## src/rtl/segx_pkg.sv

```systemverilog
package segx_pkg;
  localparam int ADDR_W    = 32;
  localparam int SEL_W     = 16;
  localparam int IDX_W     = 13;
  localparam int RING_W    = 2;
  localparam int NUM_SEGS  = 6;
  localparam int SEGN_W    = 3;
  localparam int SEG_CODE  = 0;
  localparam int SEG_DATA  = 1;
  localparam int SEG_STACK = 2;

  typedef enum logic [2:0] {
    ACC_FETCH = 3'd0,
    ACC_READ  = 3'd1,
    ACC_WRITE = 3'd2,
    ACC_POP   = 3'd3,
    ACC_PUSH  = 3'd4
  } acc_kind_e;

  typedef enum logic [1:0] {
    FLT_NONE  = 2'd0,
    FLT_NULL  = 2'd1,
    FLT_LIMIT = 2'd2,
    FLT_PROT  = 2'd3
  } fault_e;

  typedef struct packed {
    logic [ADDR_W-1:0] base;
    logic [ADDR_W-1:0] limit;
    logic              is_code;
    logic              rw;
    logic [RING_W-1:0] dpl;
  } desc_t;
endpackage

```

## src/rtl/seg_selreg_file.sv

```systemverilog
module seg_selreg_file
  import segx_pkg::*;
#(
  parameter int NUM = NUM_SEGS
) (
  input  logic              clk,
  input  logic              rst_n,
  input  logic              we,
  input  logic [SEGN_W-1:0] wnum,
  input  logic [SEL_W-1:0]  wval,
  input  logic [SEGN_W-1:0] rnum,
  output logic [SEL_W-1:0]  rsel
);
  logic [SEL_W-1:0] sel_q [NUM];

  for (genvar i = 0; i < NUM; i++) begin : g_reg
    always_ff @(posedge clk) begin
      if (!rst_n) sel_q[i] <= '0;
      else if (we && wnum == SEGN_W'(i)) sel_q[i] <= wval;
    end

    assert_selreg_load_R11: assert property (@(posedge clk) disable iff (!rst_n)
      (we && wnum == SEGN_W'(i)) |=> (sel_q[i] == $past(wval)));

    assert_selreg_keep_R11: assert property (@(posedge clk) disable iff (!rst_n)
      (!we || wnum != SEGN_W'(i)) |=> $stable(sel_q[i]));
  end

  // Numbers beyond the file fall back to the data register.
  always_comb begin
    rsel = sel_q[SEG_DATA];
    for (int i = 0; i < NUM; i++)
      if (rnum == SEGN_W'(i)) rsel = sel_q[i];
  end
endmodule

```

## src/rtl/seg_desc_table.sv

```systemverilog
module seg_desc_table
  import segx_pkg::*;
#(
  parameter int DEPTH = 16
) (
  input  logic              clk,
  input  logic              rst_n,
  input  logic              wr_req,
  input  logic [RING_W-1:0] wr_ring,
  input  logic [IDX_W-1:0]  wr_idx,
  input  desc_t             wr_data,
  input  logic [IDX_W-1:0]  rd_idx,
  output desc_t             rd_data,
  output logic              rd_hit
);
  desc_t ent_q [DEPTH];
  logic  wr_allow;

  assign wr_allow = wr_req && (wr_ring == '0);

  for (genvar i = 0; i < DEPTH; i++) begin : g_ent
    always_ff @(posedge clk) begin
      if (!rst_n) ent_q[i] <= '0;
      else if (wr_allow && wr_idx == IDX_W'(i)) ent_q[i] <= wr_data;
    end

    assert_blocked_write_R8: assert property (@(posedge clk) disable iff (!rst_n)
      (wr_req && wr_ring != '0 && wr_idx == IDX_W'(i)) |=> $stable(ent_q[i]));

    assert_ring0_write_R8: assert property (@(posedge clk) disable iff (!rst_n)
      (wr_req && wr_ring == '0 && wr_idx == IDX_W'(i)) |=> (ent_q[i] == $past(wr_data)));
  end

  assign rd_hit = (rd_idx < IDX_W'(DEPTH));

  always_comb begin
    rd_data = '0;
    for (int i = 0; i < DEPTH; i++)
      if (rd_idx == IDX_W'(i)) rd_data = ent_q[i];
  end
endmodule

```

## src/rtl/seg_check.sv

```systemverilog
module seg_check
  import segx_pkg::*;
(
  input  logic [2:0]        kind,
  input  logic [SEL_W-1:0]  sel,
  input  desc_t             desc,
  input  logic              hit,
  input  logic [ADDR_W-1:0] offset,
  input  logic [RING_W-1:0] cpl,
  output fault_e            fault,
  output logic [ADDR_W-1:0] lin
);
  logic is_null, over, type_bad, ring_bad;
  logic k_fetch, k_store;
  logic [RING_W-1:0] rpl;

  assign rpl     = sel[RING_W-1:0];
  assign is_null = !sel[RING_W] && (sel[SEL_W-1:RING_W+1] == '0);
  assign over    = !hit || (offset > desc.limit);
  assign k_fetch = (kind == ACC_FETCH);
  assign k_store = (kind == ACC_WRITE) || (kind == ACC_PUSH);

  always_comb begin
    if (desc.is_code) type_bad = k_store || (!k_fetch && !desc.rw);
    else              type_bad = k_fetch || (k_store && !desc.rw);
  end

  assign ring_bad = !k_fetch && ((cpl > desc.dpl) || (rpl > desc.dpl));

  always_comb begin
    if (is_null)                   fault = FLT_NULL;
    else if (over)                 fault = FLT_LIMIT;
    else if (type_bad || ring_bad) fault = FLT_PROT;
    else                           fault = FLT_NONE;
  end

  assign lin = (fault == FLT_NONE) ? (desc.base + offset) : '0;
endmodule

```

## src/rtl/seg_xlate_top.sv

```systemverilog
module seg_xlate_top
  import segx_pkg::*;
#(
  parameter int G_DEPTH = 16,
  parameter int L_DEPTH = 8
) (
  input  logic                 clk,
  input  logic                 rst_n,
  input  logic                 dw_valid,
  input  logic [1:0]           dw_ring,
  input  logic                 dw_local,
  input  logic [12:0]          dw_index,
  input  logic [31:0]          dw_base,
  input  logic [31:0]          dw_limit,
  input  logic                 dw_code,
  input  logic                 dw_rw,
  input  logic [1:0]           dw_dpl,
  output logic                 dw_fault,
  input  logic                 sr_we,
  input  logic [2:0]           sr_num,
  input  logic [15:0]          sr_val,
  input  logic                 req_valid,
  output logic                 req_ready,
  input  logic [2:0]           req_kind,
  input  logic                 req_ovr_en,
  input  logic [2:0]           req_ovr_seg,
  input  logic [31:0]          req_offset,
  input  logic [1:0]           req_cpl,
  output logic                 rsp_valid,
  input  logic                 rsp_ready,
  output logic [1:0]           rsp_fault,
  output logic [31:0]          rsp_lin
);
  localparam int NTAB = 2;

  desc_t             wr_desc;
  desc_t             tab_rd  [NTAB];
  logic              tab_hit [NTAB];
  logic [SEGN_W-1:0] seg_num;
  logic [SEL_W-1:0]  cur_sel;
  logic [IDX_W-1:0]  cur_idx;
  desc_t             cur_desc;
  logic              cur_hit;
  fault_e            chk_fault;
  logic [ADDR_W-1:0] chk_lin;
  logic              accept;

  assign wr_desc = '{base: dw_base, limit: dw_limit, is_code: dw_code,
                     rw: dw_rw, dpl: dw_dpl};

  // Default segment by access kind, unless overridden.
  always_comb begin
    if (req_ovr_en) seg_num = req_ovr_seg;
    else begin
      case (req_kind)
        ACC_FETCH:         seg_num = SEGN_W'(SEG_CODE);
        ACC_POP, ACC_PUSH: seg_num = SEGN_W'(SEG_STACK);
        default:           seg_num = SEGN_W'(SEG_DATA);
      endcase
    end
  end

  seg_selreg_file #(.NUM(NUM_SEGS)) u_sel (
    .clk  (clk),
    .rst_n(rst_n),
    .we   (sr_we),
    .wnum (sr_num),
    .wval (sr_val),
    .rnum (seg_num),
    .rsel (cur_sel)
  );

  assign cur_idx = cur_sel[SEL_W-1:RING_W+1];

  // Table 0 is global, table 1 is local.
  for (genvar t = 0; t < NTAB; t++) begin : g_tab
    localparam int DEP = (t == 0) ? G_DEPTH : L_DEPTH;
    seg_desc_table #(.DEPTH(DEP)) u_tab (
      .clk    (clk),
      .rst_n  (rst_n),
      .wr_req (dw_valid && (dw_local == t[0])),
      .wr_ring(dw_ring),
      .wr_idx (dw_index),
      .wr_data(wr_desc),
      .rd_idx (cur_idx),
      .rd_data(tab_rd[t]),
      .rd_hit (tab_hit[t])
    );
  end

  assign cur_desc = cur_sel[RING_W] ? tab_rd[1]  : tab_rd[0];
  assign cur_hit  = cur_sel[RING_W] ? tab_hit[1] : tab_hit[0];

  seg_check u_chk (
    .kind  (req_kind),
    .sel   (cur_sel),
    .desc  (cur_desc),
    .hit   (cur_hit),
    .offset(req_offset),
    .cpl   (req_cpl),
    .fault (chk_fault),
    .lin   (chk_lin)
  );

  assign req_ready = !rsp_valid || rsp_ready;
  assign accept    = req_valid && req_ready;

  always_ff @(posedge clk) begin
    if (!rst_n) begin
      rsp_valid <= 1'b0;
      rsp_fault <= '0;
      rsp_lin   <= '0;
    end else if (accept) begin
      rsp_valid <= 1'b1;
      rsp_fault <= chk_fault;
      rsp_lin   <= chk_lin;
    end else if (rsp_ready) begin
      rsp_valid <= 1'b0;
    end
  end

  always_ff @(posedge clk) begin
    if (!rst_n) dw_fault <= 1'b0;
    else        dw_fault <= dw_valid && (dw_ring != '0);
  end

  assert_hold_under_stall_R9: assert property (@(posedge clk) disable iff (!rst_n)
    (rsp_valid && !rsp_ready) |=> (rsp_valid && $stable(rsp_fault) && $stable(rsp_lin)));

  assert_resp_next_cycle_R9: assert property (@(posedge clk) disable iff (!rst_n)
    accept |=> rsp_valid);

  assert_fault_zero_addr_R7: assert property (@(posedge clk) disable iff (!rst_n)
    (rsp_valid && rsp_fault != 2'd0) |-> (rsp_lin == '0));

  assert_within_limit_R4: assert property (@(posedge clk) disable iff (!rst_n)
    (accept && chk_fault == FLT_NONE) |-> (cur_hit && req_offset <= cur_desc.limit));

  assert_null_sel_R1: assert property (@(posedge clk) disable iff (!rst_n)
    (accept && !cur_sel[RING_W] && cur_idx == '0) |-> (chk_fault == FLT_NULL));

  assert_dw_fault_cause_R8: assert property (@(posedge clk) disable iff (!rst_n)
    $rose(dw_fault) |-> $past(dw_valid));
endmodule

```

## config.mk

```make
export PLATFORM = sky130hd
export DESIGN_NAME = seg_xlate_top
export DESIGN_NICKNAME = d
export VERILOG_FILES = /design/src/rtl/segx_pkg.sv /design/src/rtl/seg_selreg_file.sv /design/src/rtl/seg_desc_table.sv /design/src/rtl/seg_check.sv /design/src/rtl/seg_xlate_top.sv
export SDC_FILE = /design/constraint.sdc
export NUM_CORES = 2
export LEC_CHECK = 0
export ABC_AREA = 1
export BUFFER_PORTS_ARGS = -buffer_cell sky130_fd_sc_hd__clkbuf_2
export CORE_MARGIN = 2
export CORE_UTILIZATION = 40
export CTS_BUF_LIST = sky130_fd_sc_hd__clkbuf_4 sky130_fd_sc_hd__clkbuf_8
export DETAILED_ROUTE_END_ITERATION = 8
export PLACE_DENSITY = 0.55
export SYNTH_ARGS = -nofsm -noshare
export SYNTH_HDL_FRONTEND = slang
export SYNTH_SLANG_ARGS = --single-unit
export TNS_END_PERCENT = 100
```

## constraint.sdc

```tcl
create_clock -name clk -period 12.5 [get_ports clk]
set_input_delay 0 -clock clk [delete_from_list [all_inputs] [get_ports clk]]
set_output_delay 0 -clock clk [all_outputs]
set_load 0.05 [all_outputs]
```

======== After elaboration in Yosys (flattened, before gate mapping) ========
Memory sizes are Yosys's and may differ from the RTL's.
Cells that the tools add are included.
word-level totals
  register bits ........................... 36
  latch bits .............................. 0
  RAM bits ................................ 1728
  bits in read-only memories .............. 0
  input port bits ......................... 150
  output and inout bits ................... 37
  word-level logic and storage cells ...... 311
  memories ................................ 3
memories
  name                  words  width  read ports  clocked after Yosys merged registers in  wr ports  RTL line               source
  g_tab[0].u_tab.ent_q  16     68     16          0                                        16        seg_desc_table.sv:16   desc_t ent_q [DEPTH];
  g_tab[1].u_tab.ent_q  8      68     8           0                                        8         seg_desc_table.sv:16
  u_sel.sel_q           6      16     6           0                                        6         seg_selreg_file.sv:14  logic [SEL_W-1:0] sel_q [NUM];
cells by class
  add/sub/neg operators ................... 1
  $mul .................................... 0
  div/mod/pow operators ................... 0
  order comparisons ....................... 5
  equal/unequal tests ..................... 43
  shift-type cells ........................ 0
  mux-type cells .......................... 162
  bitwise gates (word level) .............. 31
  reductions and logical operators ........ 62
operators by type and width
  kind                                                                     number
  68-bit 2-to-1 mux                                                        49
  13-bit by 4-bit equality test with 1-bit output (second input constant)  16
  16-bit 2-to-1 mux                                                        12
  13-bit by 3-bit equality test with 1-bit output (second input constant)  8
  1-bit 2-to-1 mux                                                         95
  13-bit by 2-bit equality test with 1-bit output (second input constant)  4
  1-bit logical AND                                                        40
  32-bit adder                                                             1
  32-bit > comparator                                                      1
  32-bit 2-to-1 mux                                                        1
  1-bit bitwise OR                                                         30
  13-bit by 1-bit equality test with 1-bit output (second input constant)  2
  13-bit zero test                                                         2
  3-bit by 2-bit equality test with 1-bit output (second input constant)   6
  3-bit equality test (second input constant)                              5
  13-bit by 4-bit < comparator with 1-bit output (second input constant)   1
  13-bit by 5-bit < comparator with 1-bit output (second input constant)   1
  3-bit zero test                                                          3
  1-bit logical OR                                                         7
  3-bit by 1-bit equality test with 1-bit output (second input constant)   2
  2-bit 2-to-1 mux                                                         3
  1-bit zero test                                                          5
  2-bit > comparator                                                       2
  2-bit zero test                                                          2
  5 further kinds                                                          6

======== Logic depth before layout (Yosys ltp) ========
  depth in word-level cells ............... 39
  mapped depth ............................ 55
  gate-level depth less buffers ........... 53

======== Cells and area by module ========
A second synthesis with hierarchy kept.
unflattened totals
  cells, all modules ...................... 8851
  area total of the unflattened synthesis .. 84073.1 um^2
by module, submodules not included
  module                            times used  cells an instance  area an instance (um^2)  sequential area each (um^2)
  seg_desc_table at g_tab[0].u_tab  1           4833               48771.8                  32671.3
  seg_desc_table at g_tab[1].u_tab  1           2630               25041.5                  16335.7
  seg_selreg_file                   1           504                4571.9                   2882.8
  seg_check                         1           555                3164.3                   0.0
  seg_xlate_top                     1           329                2523.7                   720.7

======== Worst setup path before layout ========
Ideal clock, no wire load.
  kind .................................... input-to-reg
  from .................................... input port dw_index[5]
  to ...................................... memory g_tab[0].u_tab.ent_q[0][136] (netlist bit) (enable)
  library setup time ...................... 588 ps
  arrival ................................. 6390 ps
  required time ........................... 11912 ps
  setup slack ............................. 5522 ps
  stages .................................. 5
  path buffers ............................ 0
  cell sequence ........................... nor4_1 -> inv_1 -> nor3_1 -> nand3_1 -> o21ai_0
RTL lines
  item             RTL line              source
  start, declared  seg_xlate_top.sv:12   input logic [12:0] dw_index,
  end, declared    seg_desc_table.sv:16

==> flow_metrics.py <==
metrics = {
    "status": {
        "status": "complete, no violations",
    },
    "final_layout": {
        "final_util_pct": 46.1,
        "drive_gt1_share_pct": 13.0,
        "final_nets": 7941,
        "final_cells": 10600,
        "area_delta_synth_final_pct": 14.6,
        "fillers": 18100,
    },
    "route": {
        "num_vias": 60700,
        "ant_nets": 0,
        "drt_pre_antenna_iters": 6,
        "top_layer_used": "met5",
        "vias_per_cell": 5.74,
        "wl_per_cell_um": 28.6,
        "first_iter_violations": 7542,
        "wirelength_mm": 302,
        "wl_met1_mm": 118,
        "drcViolationCount": 0,
        "wl_met3_mm": 33.9,
        "route.met2.wl_mm": 136,
    },
    "cts": {
        "clock_path_buffers": 4,
        "post_cts_resized": 0,
        "clk_latency_ps": 1060,
        "clockRootBuffer": "clkbuf_8",
        "holdBufCountCts": 208,
        "cts_buffers": 316,
        "cts_tree": "yes",
        "cts_setup_buffers": 0,
        "clk_pin_slew_ps": 60,
        "htree_levels": 5,
        "cts_sinks": 1764,
    },
    "floorplanning": {
        "die_w_um": 447,
        "die_h_um": 447,
        "dieArea_sq_um": 200000,
        "core-area_sq_um": 195000,
        "rows": 162,
        "start_util_pct": 40.3,
        "ios": 187,
    },
    "yosys": {
        "yosysWarnings": 0,
        "synthMostInstantiatedCell": "nor2_1",
        "synth_edf_count": 1728,
        "yosysTopAreaCell": "edfxtp_1",
        "synth_top_flop_cell": "edfxtp_1",
        "synth_area_leaders": "edfxtp_1 (66%), nor2_1 (9.9%), nand2_1 (5.0%), a21oi_1 (2.4%), nand3_1 (2.2%)",
        "netlist_area_sq_um": 78500,
        "ys_seq_area_share_pct": 67.0,
        "synth_common_cells": "nor2_1 (2070), edfxtp_1 (1728), nand2_1 (1053)",
        "synth.avg_cell_area_sq_um": 10.5,
        "synth_top_area_share_pct": 66.1,
        "ys_seq_elements": 1764,
        "netlist_instances": 7444,
        "synth_fp_nets": 7662,
        "async_reset_ff_share_pct": 0,
        "synth_cell_type_count": 62,
    },
    "flow_run": {
        "cap_violations": 0,
    },
    "timing": {
        "final.period_utilization_pct": 71.1,
        "fin_worst_skew_ps": 77.5,
        "rsz0062_at_grt": "false",
        "min_period_ps": 8890,
        "relSlewSlack_pct": 7.28,
        "setup_viol": 0,
        "setup_tns_ps": 0,
        "maxClockFrequency_mhz": 112,
        "maxSlewViolCount": 0,
        "worst_pin_slew_ps": 1390,
        "hold_viol_final": 0,
        "fin_ws_ps": 3610,
    },
    "grt": {
        "overflow": 0,
        "grt_antenna_before_repair": 14,
        "grt_max_degree": 86,
        "grt_pass1_vias": 58300,
        "grt_pass1_wl_mm": 427,
        "track_usage_pct": 29.8,
    },
    "critical_path": {
        "slowest_delay_ps": 720,
        "crit_required_ps": 13410,
        "reg2reg_to": "rsp_lin[30]",
        "path_buf_inv": 4,
        "path_common_cell": "nand2_1",
        "critPathKind": "flip-flop to flip-flop",
        "cp_max_fo": 40,
        "reg2reg_from": "u_sel.sel_q[1][12]",
        "slowest_stage": "nor2_4",
        "endpoint_kind": "flip-flop",
        "rrSetupSlack_ps": 3610,
        "worst_r2r_path_depth": 45,
        "crit_path_start_kind": "flip-flop",
        "critPathTopFamily": "simple AND/OR/NAND/NOR gates",
        "critPathArrivalTime_ps": 9800,
    },
    "placement": {
        "dp_hpwl_mm": 177,
        "io_buffers": 186,
        "globalplace.congestion": 0.898,
        "dp_slack_ps": 3850,
        "placedCellCount": 9821,
    },
    "hold_path": {
        "worstHoldPathType": "input pin to flip-flop",
        "min-delay-start": "req_offset[29]",
        "holdPathEnd": "rsp_lin[29]",
        "hold_path_depth": 7,
    },
    "power_and_ir_drop": {
        "ir_drop_v": 0.0000885,
        "power_density_nw_per_um2": 146,
        "p_leak_nw": 34.0,
        "power_mw": 13.1,
    },
}
-- tightest hold or removal path, delay by kind of cell --
family	cells	cell delay, ps
fa+ha+maj	1	270
buf+inv	2	390
xor+xnor	1	180
simple gates	3	210
-- power by group --
group          switching, mW  internal, mW  total, mW
clock                   2.42          2.83       5.25
sequential            0.0835          6.78       6.86
combinational          0.735         0.247      0.983
-- cell families after synthesis --
logic type	Yosys count	share of synthesized area (%)
AO/OA/AOI/OAI	955	7.43
flip-flops	1764	67.0
adder cells (fa/ha/maj)	68	1.09
AND/OR/NAND/NOR	3785	19.9
XOR/XNOR	30	0.335
buffers and inverters	842	4.25
-- routing by layer --
| layer | up-vias | global-route usage (%) |
|---|---|---|
| li1 | 26300 | - |
| met4 | 10 | 13.0 |
| met2 | 3629 | 46.6 |
| met5 | - | 0 |
| met1 | 30100 | 39.6 |
| met3 | 651 | 7.28 |
-- flip-flops by register name, indices dropped and copies added (netlist names) --
signal	cells
dw_fault	1
rsp_lin	32
u_sel.sel_q	96
rsp_valid	1
rsp_fault	2
g_tab.u_tab.ent_q	1632
-- cell type report --
type | count | area, sq um | area share, %
Sequential cell | 1764 | 52600 | 58.5
Multi-Input combinational cell | 4838 | 23000 | 25.5
Clock buffer | 442 | 5360 | 5.96
Timing Repair Buffer | 545 | 4230 | 4.71
Tap cell | 2624 | 3280 | 3.65
Inverter | 258 | 983 | 1.09
Clock inverter | 91 | 487 | 0.541
Antenna cell | 9 | 22.5 | 0.0250
-- cells in the final DEF, fill, tap and decap left out, drive strengths merged, types with 2 or more instances in the layout --
cell type    netlist  layout
o221ai            12      12
inv              257     259
nand3            354     354
dfxtp             36      36
a221o             16      16
nor3              21      21
buf              146     152
o31ai              5       5
a32o               4       4
nor2            2112    2112
clkinvlp           0       3
clkinv             1      83
o22ai             18      18
a221oi            97      97
or2               72      72
dlygate4sd3        0     208
diode              0       9
a21boi            11      11
nor4               6       6
nand4            149     149
o211ai           121     121
edfxtp          1728    1728
clkbuf           438     627
ha                67      67
nand2           1067    1067
xor2              15      15
a22o               2       2
a211oi            14      14
o21bai             3       3
a21oi            386     386
bufinv             0       4
o21a               4       4
a22oi             25      25
o21ai            231     231
xnor2             15      15
-- through the flow --
stage                     hold slack [ps]  instance area [sq um]
final                                75.6                  90000
after global routing                 99.9                  89900
after CTS                            16.5                  89900
after detailed placement              265                  82000
after global placement                264                  82000
after floorplan                       162                  78500
-- worst max-delay path by stage --
stage,depth (start not counted),startpoint,end
3_3_place_gp,36,req_ovr_en,rsp_lin[28]
6_report,45,u_sel.sel_q[1][12],rsp_lin[30]
3_5_place_dp,36,req_ovr_en,rsp_lin[25]
4_1_cts,35,u_sel.sel_q[1][12],rsp_lin[5]
5_1_grt,45,u_sel.sel_q[1][12],rsp_lin[30]
2_1_floorplan,5,dw_index[5],g_tab[0].u_tab.ent_q[0][136]
Note: power is estimated with default switching activity, not from simulation.
